===== src/rtl/fwreg_pkg.sv =====
package fwreg_pkg;

    typedef enum logic [2:0] {
        RSN_OK             = 3'd0,
        RSN_NOT_OWNER      = 3'd1,
        RSN_BG_BG          = 3'd2,
        RSN_FG_FG          = 3'd3,
        RSN_SPAN           = 3'd4,
        RSN_OWNER_CONFLICT = 3'd5
    } reason_e;

    typedef enum logic [1:0] {
        ST_IDLE = 2'd0,
        ST_SCAN = 2'd1,
        ST_RESP = 2'd2
    } state_e;

    localparam logic OP_CONFIG = 1'b0;
    localparam logic OP_OWNER  = 1'b1;

endpackage


===== src/rtl/fwreg_table.sv =====
module fwreg_table #(
    parameter int N      = 8,
    parameter int ADDR_W = 32,
    parameter int HOST_W = 8,
    parameter int PERM_W = 16,
    parameter int IDX_W  = 3
) (
    input  logic              clk,
    input  logic              rst_n,
    input  logic              wr_cfg,
    input  logic              wr_own,
    input  logic [IDX_W-1:0]  wr_idx,
    input  logic [ADDR_W-1:0] wr_lo,
    input  logic [ADDR_W-1:0] wr_hi,
    input  logic              wr_fg,
    input  logic              wr_en,
    input  logic [PERM_W-1:0] wr_perm,
    input  logic [HOST_W-1:0] wr_owner,
    input  logic [IDX_W-1:0]  ext_idx,
    output logic [ADDR_W-1:0] ext_lo,
    output logic [ADDR_W-1:0] ext_hi,
    output logic              ext_fg,
    output logic              ext_en,
    output logic [HOST_W-1:0] ext_owner,
    output logic [PERM_W-1:0] ext_perm,
    input  logic [IDX_W-1:0]  scn_idx,
    output logic [ADDR_W-1:0] scn_lo,
    output logic [ADDR_W-1:0] scn_hi,
    output logic              scn_fg,
    output logic              scn_en,
    output logic [HOST_W-1:0] scn_owner,
    input  logic [IDX_W-1:0]  tgt_idx,
    output logic [HOST_W-1:0] tgt_owner
);

    typedef struct packed {
        logic [ADDR_W-1:0] lo;
        logic [ADDR_W-1:0] hi;
        logic              fg;
        logic              en;
        logic [HOST_W-1:0] owner;
        logic [PERM_W-1:0] perm;
    } entry_t;

    entry_t ent_vec [N];

    for (genvar g = 0; g < N; g++) begin : g_ent
        entry_t ent_d, ent_q;
        logic   sel;

        assign sel = (wr_idx == IDX_W'(g));

        always_comb begin
            ent_d = ent_q;
            if (wr_cfg && sel) begin
                ent_d.lo   = wr_lo;
                ent_d.hi   = wr_hi;
                ent_d.fg   = wr_fg;
                ent_d.en   = wr_en;
                ent_d.perm = wr_perm;
            end
            if (wr_own && sel) begin
                ent_d.owner = wr_owner;
            end
        end

        always_ff @(posedge clk or negedge rst_n) begin
            if (!rst_n) begin
                ent_q <= '0;
            end else begin
                ent_q <= ent_d;
            end
        end

        assign ent_vec[g] = ent_q;
    end

    entry_t ext_e, scn_e, tgt_e;

    always_comb begin
        ext_e = '0;
        scn_e = '0;
        tgt_e = '0;
        if (int'(ext_idx) < N) ext_e = ent_vec[ext_idx];
        if (int'(scn_idx) < N) scn_e = ent_vec[scn_idx];
        if (int'(tgt_idx) < N) tgt_e = ent_vec[tgt_idx];
    end

    assign ext_lo    = ext_e.lo;
    assign ext_hi    = ext_e.hi;
    assign ext_fg    = ext_e.fg;
    assign ext_en    = ext_e.en;
    assign ext_owner = ext_e.owner;
    assign ext_perm  = ext_e.perm;
    assign scn_lo    = scn_e.lo;
    assign scn_hi    = scn_e.hi;
    assign scn_fg    = scn_e.fg;
    assign scn_en    = scn_e.en;
    assign scn_owner = scn_e.owner;
    assign tgt_owner = tgt_e.owner;

endmodule


===== src/rtl/fwreg_pair_check.sv =====
module fwreg_pair_check #(
    parameter int ADDR_W = 32,
    parameter int HOST_W = 8,
    parameter int IDX_W  = 3
) (
    input  logic [IDX_W-1:0]  tgt_idx,
    input  logic [IDX_W-1:0]  scn_idx,
    input  logic [ADDR_W-1:0] req_lo,
    input  logic [ADDR_W-1:0] req_hi,
    input  logic              req_fg,
    input  logic [HOST_W-1:0] tgt_owner,
    input  logic [ADDR_W-1:0] ent_lo,
    input  logic [ADDR_W-1:0] ent_hi,
    input  logic              ent_fg,
    input  logic              ent_en,
    input  logic [HOST_W-1:0] ent_owner,
    output logic              hit_bgbg,
    output logic              hit_fgfg,
    output logic              hit_bg,
    output logic              hit_conf
);

    logic              live;
    logic              ovl;
    logic [HOST_W-1:0] fg_own;
    logic [HOST_W-1:0] bg_own;

    assign live   = ent_en && (scn_idx != tgt_idx);
    assign ovl    = live && !(ent_hi < req_lo) && !(req_hi < ent_lo);
    assign fg_own = req_fg ? tgt_owner : ent_owner;
    assign bg_own = req_fg ? ent_owner : tgt_owner;

    assign hit_bgbg = ovl && !req_fg && !ent_fg;
    assign hit_fgfg = ovl &&  req_fg &&  ent_fg;
    assign hit_bg   = ovl &&  req_fg && !ent_fg;
    assign hit_conf = ovl && (req_fg != ent_fg) && (bg_own != '0) && (fg_own != bg_own);

endmodule


===== src/rtl/fwreg_ctrl.sv =====
module fwreg_ctrl
    import fwreg_pkg::*;
#(
    parameter int N      = 8,
    parameter int ADDR_W = 32,
    parameter int HOST_W = 8,
    parameter int PERM_W = 16,
    parameter int IDX_W  = 3
) (
    input  logic              clk,
    input  logic              rst_n,
    input  logic              req_valid,
    input  logic              req_op,
    input  logic [IDX_W-1:0]  req_idx,
    input  logic [HOST_W-1:0] req_host,
    input  logic [ADDR_W-1:0] req_start,
    input  logic [ADDR_W-1:0] req_end,
    input  logic              req_fg,
    input  logic              req_en,
    input  logic [PERM_W-1:0] req_perm,
    input  logic [HOST_W-1:0] req_new_owner,
    input  logic              hit_bgbg,
    input  logic              hit_fgfg,
    input  logic              hit_bg,
    input  logic              hit_conf,
    input  logic [HOST_W-1:0] tgt_owner,
    output logic [IDX_W-1:0]  scn_idx,
    output logic [IDX_W-1:0]  tgt_idx,
    output logic [ADDR_W-1:0] cur_lo,
    output logic [ADDR_W-1:0] cur_hi,
    output logic              cur_fg,
    output logic              cur_en,
    output logic [PERM_W-1:0] cur_perm,
    output logic [HOST_W-1:0] cur_new_owner,
    output logic              wr_cfg,
    output logic              wr_own,
    output logic              busy,
    output logic              rsp_valid,
    output logic              rsp_accept,
    output logic [2:0]        rsp_reason
);

    localparam logic [IDX_W-1:0] LAST = IDX_W'(N - 1);

    typedef struct packed {
        state_e            st;
        logic [IDX_W-1:0]  idx;
        logic [IDX_W-1:0]  scan;
        logic              op;
        logic [HOST_W-1:0] host;
        logic [ADDR_W-1:0] lo;
        logic [ADDR_W-1:0] hi;
        logic              fg;
        logic              en;
        logic [PERM_W-1:0] perm;
        logic [HOST_W-1:0] new_owner;
        logic              f_bgbg;
        logic              f_fgfg;
        logic              f_conf;
        logic [1:0]        bg_cnt;
        logic              rsp_v;
        logic              rsp_ok;
        reason_e           rsn;
    } ctl_t;

    ctl_t    ctl_d, ctl_q;
    reason_e rsn;
    logic    not_owner;

    always_comb begin
        ctl_d       = ctl_q;
        ctl_d.rsp_v = 1'b0;
        wr_cfg      = 1'b0;
        wr_own      = 1'b0;
        rsn         = RSN_OK;
        not_owner   = (tgt_owner != '0) && (tgt_owner != ctl_q.host);

        case (ctl_q.st)
            ST_IDLE: begin
                if (req_valid) begin
                    ctl_d.st        = ST_SCAN;
                    ctl_d.idx       = req_idx;
                    ctl_d.scan      = '0;
                    ctl_d.op        = req_op;
                    ctl_d.host      = req_host;
                    ctl_d.lo        = req_start;
                    ctl_d.hi        = req_end;
                    ctl_d.fg        = req_fg;
                    ctl_d.en        = req_en;
                    ctl_d.perm      = req_perm;
                    ctl_d.new_owner = req_new_owner;
                    ctl_d.f_bgbg    = 1'b0;
                    ctl_d.f_fgfg    = 1'b0;
                    ctl_d.f_conf    = 1'b0;
                    ctl_d.bg_cnt    = 2'd0;
                end
            end
            ST_SCAN: begin
                ctl_d.f_bgbg = ctl_q.f_bgbg | hit_bgbg;
                ctl_d.f_fgfg = ctl_q.f_fgfg | hit_fgfg;
                ctl_d.f_conf = ctl_q.f_conf | hit_conf;
                if (hit_bg && (ctl_q.bg_cnt != 2'd2)) begin
                    ctl_d.bg_cnt = ctl_q.bg_cnt + 2'd1;
                end
                if (ctl_q.scan == LAST) begin
                    ctl_d.st = ST_RESP;
                end else begin
                    ctl_d.scan = ctl_q.scan + IDX_W'(1);
                end
            end
            ST_RESP: begin
                if (not_owner) begin
                    rsn = RSN_NOT_OWNER;
                end else if ((ctl_q.op == OP_CONFIG) && ctl_q.en) begin
                    if (ctl_q.f_bgbg)              rsn = RSN_BG_BG;
                    else if (ctl_q.f_fgfg)         rsn = RSN_FG_FG;
                    else if (ctl_q.bg_cnt == 2'd2) rsn = RSN_SPAN;
                    else if (ctl_q.f_conf)         rsn = RSN_OWNER_CONFLICT;
                end
                wr_cfg       = (rsn == RSN_OK) && (ctl_q.op == OP_CONFIG);
                wr_own       = (rsn == RSN_OK) && (ctl_q.op == OP_OWNER);
                ctl_d.rsp_v  = 1'b1;
                ctl_d.rsp_ok = (rsn == RSN_OK);
                ctl_d.rsn    = rsn;
                ctl_d.st     = ST_IDLE;
            end
            default: begin
                ctl_d.st = ST_IDLE;
            end
        endcase
    end

    always_ff @(posedge clk or negedge rst_n) begin
        if (!rst_n) begin
            ctl_q     <= '0;
            ctl_q.st  <= ST_IDLE;
            ctl_q.rsn <= RSN_OK;
        end else begin
            ctl_q <= ctl_d;
        end
    end

    assign scn_idx       = ctl_q.scan;
    assign tgt_idx       = ctl_q.idx;
    assign cur_lo        = ctl_q.lo;
    assign cur_hi        = ctl_q.hi;
    assign cur_fg        = ctl_q.fg;
    assign cur_en        = ctl_q.en;
    assign cur_perm      = ctl_q.perm;
    assign cur_new_owner = ctl_q.new_owner;
    assign busy          = (ctl_q.st != ST_IDLE);
    assign rsp_valid     = ctl_q.rsp_v;
    assign rsp_accept    = ctl_q.rsp_ok;
    assign rsp_reason    = ctl_q.rsn;

endmodule


===== src/rtl/fwreg_validator.sv =====
module fwreg_validator #(
    parameter int N      = 8,
    parameter int ADDR_W = 32,
    parameter int HOST_W = 8,
    parameter int PERM_W = 16,
    parameter int IDX_W  = (N > 1) ? $clog2(N) : 1
) (
    input  logic              clk,
    input  logic              rst_n,
    input  logic              req_valid,
    input  logic              req_op,
    input  logic [IDX_W-1:0]  req_idx,
    input  logic [HOST_W-1:0] req_host,
    input  logic [ADDR_W-1:0] req_start,
    input  logic [ADDR_W-1:0] req_end,
    input  logic              req_fg,
    input  logic              req_en,
    input  logic [PERM_W-1:0] req_perm,
    input  logic [HOST_W-1:0] req_new_owner,
    output logic              busy,
    output logic              rsp_valid,
    output logic              rsp_accept,
    output logic [2:0]        rsp_reason,
    input  logic [IDX_W-1:0]  rd_idx,
    output logic [ADDR_W-1:0] rd_start,
    output logic [ADDR_W-1:0] rd_end,
    output logic              rd_fg,
    output logic              rd_en,
    output logic [HOST_W-1:0] rd_owner,
    output logic [PERM_W-1:0] rd_perm
);

    logic [IDX_W-1:0]  scn_idx, tgt_idx;
    logic [ADDR_W-1:0] cur_lo, cur_hi, scn_lo, scn_hi;
    logic              cur_fg, cur_en, scn_fg, scn_en;
    logic [PERM_W-1:0] cur_perm;
    logic [HOST_W-1:0] cur_new_owner, scn_owner, tgt_owner;
    logic              wr_cfg, wr_own;
    logic              hit_bgbg, hit_fgfg, hit_bg, hit_conf;

    fwreg_ctrl #(
        .N(N), .ADDR_W(ADDR_W), .HOST_W(HOST_W), .PERM_W(PERM_W), .IDX_W(IDX_W)
    ) u_ctrl (
        .clk(clk), .rst_n(rst_n),
        .req_valid(req_valid), .req_op(req_op), .req_idx(req_idx), .req_host(req_host),
        .req_start(req_start), .req_end(req_end), .req_fg(req_fg), .req_en(req_en),
        .req_perm(req_perm), .req_new_owner(req_new_owner),
        .hit_bgbg(hit_bgbg), .hit_fgfg(hit_fgfg), .hit_bg(hit_bg), .hit_conf(hit_conf),
        .tgt_owner(tgt_owner),
        .scn_idx(scn_idx), .tgt_idx(tgt_idx),
        .cur_lo(cur_lo), .cur_hi(cur_hi), .cur_fg(cur_fg), .cur_en(cur_en),
        .cur_perm(cur_perm), .cur_new_owner(cur_new_owner),
        .wr_cfg(wr_cfg), .wr_own(wr_own),
        .busy(busy), .rsp_valid(rsp_valid), .rsp_accept(rsp_accept), .rsp_reason(rsp_reason)
    );

    fwreg_table #(
        .N(N), .ADDR_W(ADDR_W), .HOST_W(HOST_W), .PERM_W(PERM_W), .IDX_W(IDX_W)
    ) u_table (
        .clk(clk), .rst_n(rst_n),
        .wr_cfg(wr_cfg), .wr_own(wr_own), .wr_idx(tgt_idx),
        .wr_lo(cur_lo), .wr_hi(cur_hi), .wr_fg(cur_fg), .wr_en(cur_en),
        .wr_perm(cur_perm), .wr_owner(cur_new_owner),
        .ext_idx(rd_idx), .ext_lo(rd_start), .ext_hi(rd_end), .ext_fg(rd_fg),
        .ext_en(rd_en), .ext_owner(rd_owner), .ext_perm(rd_perm),
        .scn_idx(scn_idx), .scn_lo(scn_lo), .scn_hi(scn_hi), .scn_fg(scn_fg),
        .scn_en(scn_en), .scn_owner(scn_owner),
        .tgt_idx(tgt_idx), .tgt_owner(tgt_owner)
    );

    fwreg_pair_check #(
        .ADDR_W(ADDR_W), .HOST_W(HOST_W), .IDX_W(IDX_W)
    ) u_pair (
        .tgt_idx(tgt_idx), .scn_idx(scn_idx),
        .req_lo(cur_lo), .req_hi(cur_hi), .req_fg(cur_fg), .tgt_owner(tgt_owner),
        .ent_lo(scn_lo), .ent_hi(scn_hi), .ent_fg(scn_fg), .ent_en(scn_en),
        .ent_owner(scn_owner),
        .hit_bgbg(hit_bgbg), .hit_fgfg(hit_fgfg), .hit_bg(hit_bg), .hit_conf(hit_conf)
    );

endmodule


===== config.mk =====
export PLATFORM = sky130hd
export DESIGN_NAME = fwreg_validator
export DESIGN_NICKNAME = d
export VERILOG_FILES = /design/src/rtl/fwreg_pkg.sv /design/src/rtl/fwreg_table.sv /design/src/rtl/fwreg_pair_check.sv /design/src/rtl/fwreg_ctrl.sv /design/src/rtl/fwreg_validator.sv
export SDC_FILE = /design/constraint.sdc
export NUM_CORES = 1
export LEC_CHECK = 0
export BUFFER_PORTS_ARGS = -buffer_cell sky130_fd_sc_hd__buf_2
export CORE_ASPECT_RATIO = 0.8
export CORE_MARGIN = 1
export CORE_UTILIZATION = 47
export CTS_BUF_LIST = sky130_fd_sc_hd__clkbuf_2
export CTS_CLUSTER_SIZE = 25
export DETAILED_ROUTE_END_ITERATION = 10
export PLACE_DENSITY = 0.7
export SLEW_MARGIN = 40
export SYNTH_ARGS = -nofsm -noshare
export SYNTH_HDL_FRONTEND = slang
export SYNTH_SLANG_ARGS = --single-unit
export TNS_END_PERCENT = 30

===== constraint.sdc =====
create_clock -name clk -period 5.8 [get_ports clk]
set_input_delay 0.58 -clock clk [delete_from_list [all_inputs] [get_ports clk]]
set_output_delay 0.58 -clock clk [all_outputs]
set_load 0.02 [all_outputs]

==> out/qor.csv <==
metric,value,unit
grt_use_total,27.2,%
syn_area_per_cell,15.2,sq um
grt_pass1_wl,194000,microns
fin_crit,4.53,ns
ys.flop_type,dfrtp_1,
routed_via_density,6.06,
async_reset_ff_share,100,%
synth_edf_count,0,
power_density,339,nW/um^2
endpoint_kind,flip-flop,
grt_overflow,0,
skew,0.109,ns
drive_gt1_share,42.7,%
holdCritStartpoint,req_valid,
finalCritPeriodShare,78.2,%
first_global_vias,31826,
cts_num_sinks,837,
slew_headroom,35.7,%
route.detailed.drc,0,
utilization,56.0,%
critPathKind,flip-flop to flip-flop,
cts_tree,yes,
die-height,276,microns
finalSetupViolCount,0,
cp_data_required_time,7.17,ns
rsz0062_at_grt,false,
clockBufferDepth,3,
yosysTopAreaCell,dfrtp_1,
yosysMostFrequentCell,dfrtp_1,
syn_area,44000,sq um
drt_iter0_drc,2463,
hpwlAfterDp,76000,microns
area_growth_syn_to_layout,17.0,%
netlist_instances,2888,
clock_latency,1.50,ns
ctsResizeCount,0,
drv_cap,0,
grt_max_degree,145,
rr_startpoint,u_ctrl.scn_idx[0],
finalSetupTns,0,ns
synth_area_leaders,"dfrtp_1, mux4_2, mux2_2, mux2_1, mux2_4",
detail-route-antenna-nets,0,
hold_class,input port to flip-flop,
critPathLaunchType,flip-flop,
io_pins,204,
clock.fmax,221,MHz
wl_per_cell,26.0,microns
synth_top_area_share,47.6,%
yosys_register_bits,837,
synth_common_cells,"dfrtp_1, mux2_2, mux4_2, nand2_1, mux2_1",
crit_arrival,5.91,ns
clkTransAtPathRegs,0.11,ns
h-tree-depth,4,
path_max_fanout,22,
vias,29432,
drtPass1Iterations,6,
antenna_found_initial,7,
seq_area,21000,sq um
nFillCells,7299,
whs,0.361,ns
drv_slew,0,
core,91900,sq um
worstMarginPinSlew,0.959,ns
port_buffers,203,
die_w,344,microns
vdd_ir_drop_max,0.000202,V
std_cell_rows,99,
startpoint,u_ctrl.scn_idx[0],
status,"finished, final reports clean",
p_leak,24.7,nW
hold_viol,0,
nets,3655,
fin_cells,4853,
routabilityCongestion,0.919,
cts_made_buffers,210,
synth_nets,3061,
dieArea,94800,sq um
synthDistinctLibCells,70,
synth-warning-count,0,
clock-root-buffer,clkbuf_2,
finalWirelength,126000,microns
dp.cells,4152,
multi_input_area,21600,sq um
ys_seq_area_share,47.6,%
start_util,47.8,%
[final cells by class]
| type | count | share of cell area [%] |
|---|---|---|
| Inverter | 40 | 0.292 |
| Tap cell | 1212 | 2.95 |
| Timing Repair Buffer | 596 | 10.3 |
| Antenna cell | 10 | 0.0486 |
| Multi-Input combinational cell | 1797 | 42.0 |
| Clock inverter | 67 | 0.805 |
| Clock buffer | 294 | 2.86 |
| Sequential cell | 837 | 40.7 |
[worst paths after layout]
path	end	slack [ns]	cells past startpoint
worst min register to register	u_table.ent_vec[541]	0.49	1
worst min-delay path	u_ctrl.ctl_q[6]	0.36	5
max in group asynchronous	u_table.ent_vec[519]	4.40	5
worst max-delay path	u_ctrl.ctl_q[8]	1.27	13
worst max register to register	u_ctrl.ctl_q[8]	1.27	13
min in group asynchronous	u_table.ent_vec[62]	0.38	4
[cell usage in the layout, fill, tap and decap left out, types with 4 or more instances in the layout]
master	instances
mux2_4	150
bufinv_16	5
a22o_1	52
nand3_1	6
ha_1	65
a21o_1	16
xnor2_1	15
mux2_2	447
buf_16	6
nor3_1	8
dfrtp_1	834
buf_6	4
a21oi_1	17
nor2_1	16
clkinv_1	46
buf_12	27
mux4_2	336
or4_1	4
nor3_4	8
or3_1	7
nor2_4	5
dlygate4sd3_1	328
mux2i_1	61
buf_4	29
clkinv_2	7
mux2_1	202
inv_2	5
clkbuf_2	294
nand4_1	17
nand2b_1	4
diode_2	10
buf_2	199
nand2_1	256
inv_1	39
o21ai_0	46
[sequential cells by signal (all words and copies together), names as in the netlist]
name,count
u_table.ent_vec,720
u_ctrl.cur_hi,32
u_ctrl.cur_lo,32
u_ctrl.ctl_q,16
u_ctrl.cur_perm,16
u_ctrl.cur_new_owner,8
u_ctrl.rsp_reason,3
u_ctrl.scn_idx,3
u_ctrl.tgt_idx,3
u_ctrl.cur_en,1
u_ctrl.cur_fg,1
u_ctrl.rsp_accept,1
u_ctrl.rsp_valid,1
[what timing repair did]
action                                 in CTS  in global routing
buffers inserted                            0                  0
endpoints found under the hold margin     744                  0
hold buffers                              329                  0
[worst max-delay path, cell delays in order (launching register included)]
cell and delay, ns:
dfrtp_4 0.76, buf_12 0.29, buf_12 0.26, mux4_2 0.54
mux2_2 0.28, ha_1 0.19, or4_1 0.52, a21oi_1 0.15
o21ai_0 0.12, a31oi_1 0.18, a21bo_2 0.27, a211o_1 0.36
and2_1 0.20, a32o_1 0.26
[metrics by stage]
step	total power [mW]	setup WS, ns	area (sq um)
after global placement	12.5	1.18	45900
after detailed placement	12.9	1.29	46200
after global routing	18.4	1.09	51400
after floorplan	11.0	0.959	44000
after CTS	17.4	1.25	51400
final	17.4	1.27	51400
[power by group]
| group | internal [mW] | switching (mW) |
|---|---|---|
| clock network | 1.59 | 2.49 |
| registers | 6.65 | 1.53 |
| logic | 2.60 | 2.57 |
[logic make-up after synthesis]
kind of cell,after synthesis,synth area share (%)
compound gates,163,2.63
xor+xnor,18,0.359
fa+ha+maj,65,1.85
buf+inv,254,3.34
flops,837,47.6
mux,1200,40.5
simple gates,351,3.66
[routing by layer]
metal | wire length [microns] | GRT usage, % | vias up
li1 | - | - | 12225
met1 | 53000 | 36.9 | 15588
met2 | 59100 | 42.1 | 1322
met3 | 9840 | 7.13 | 295
met4 | 4060 | 10.4 | 2
met5 | 10 | 0 | -
No activity file was read; power rests on OpenSTA's default activity.
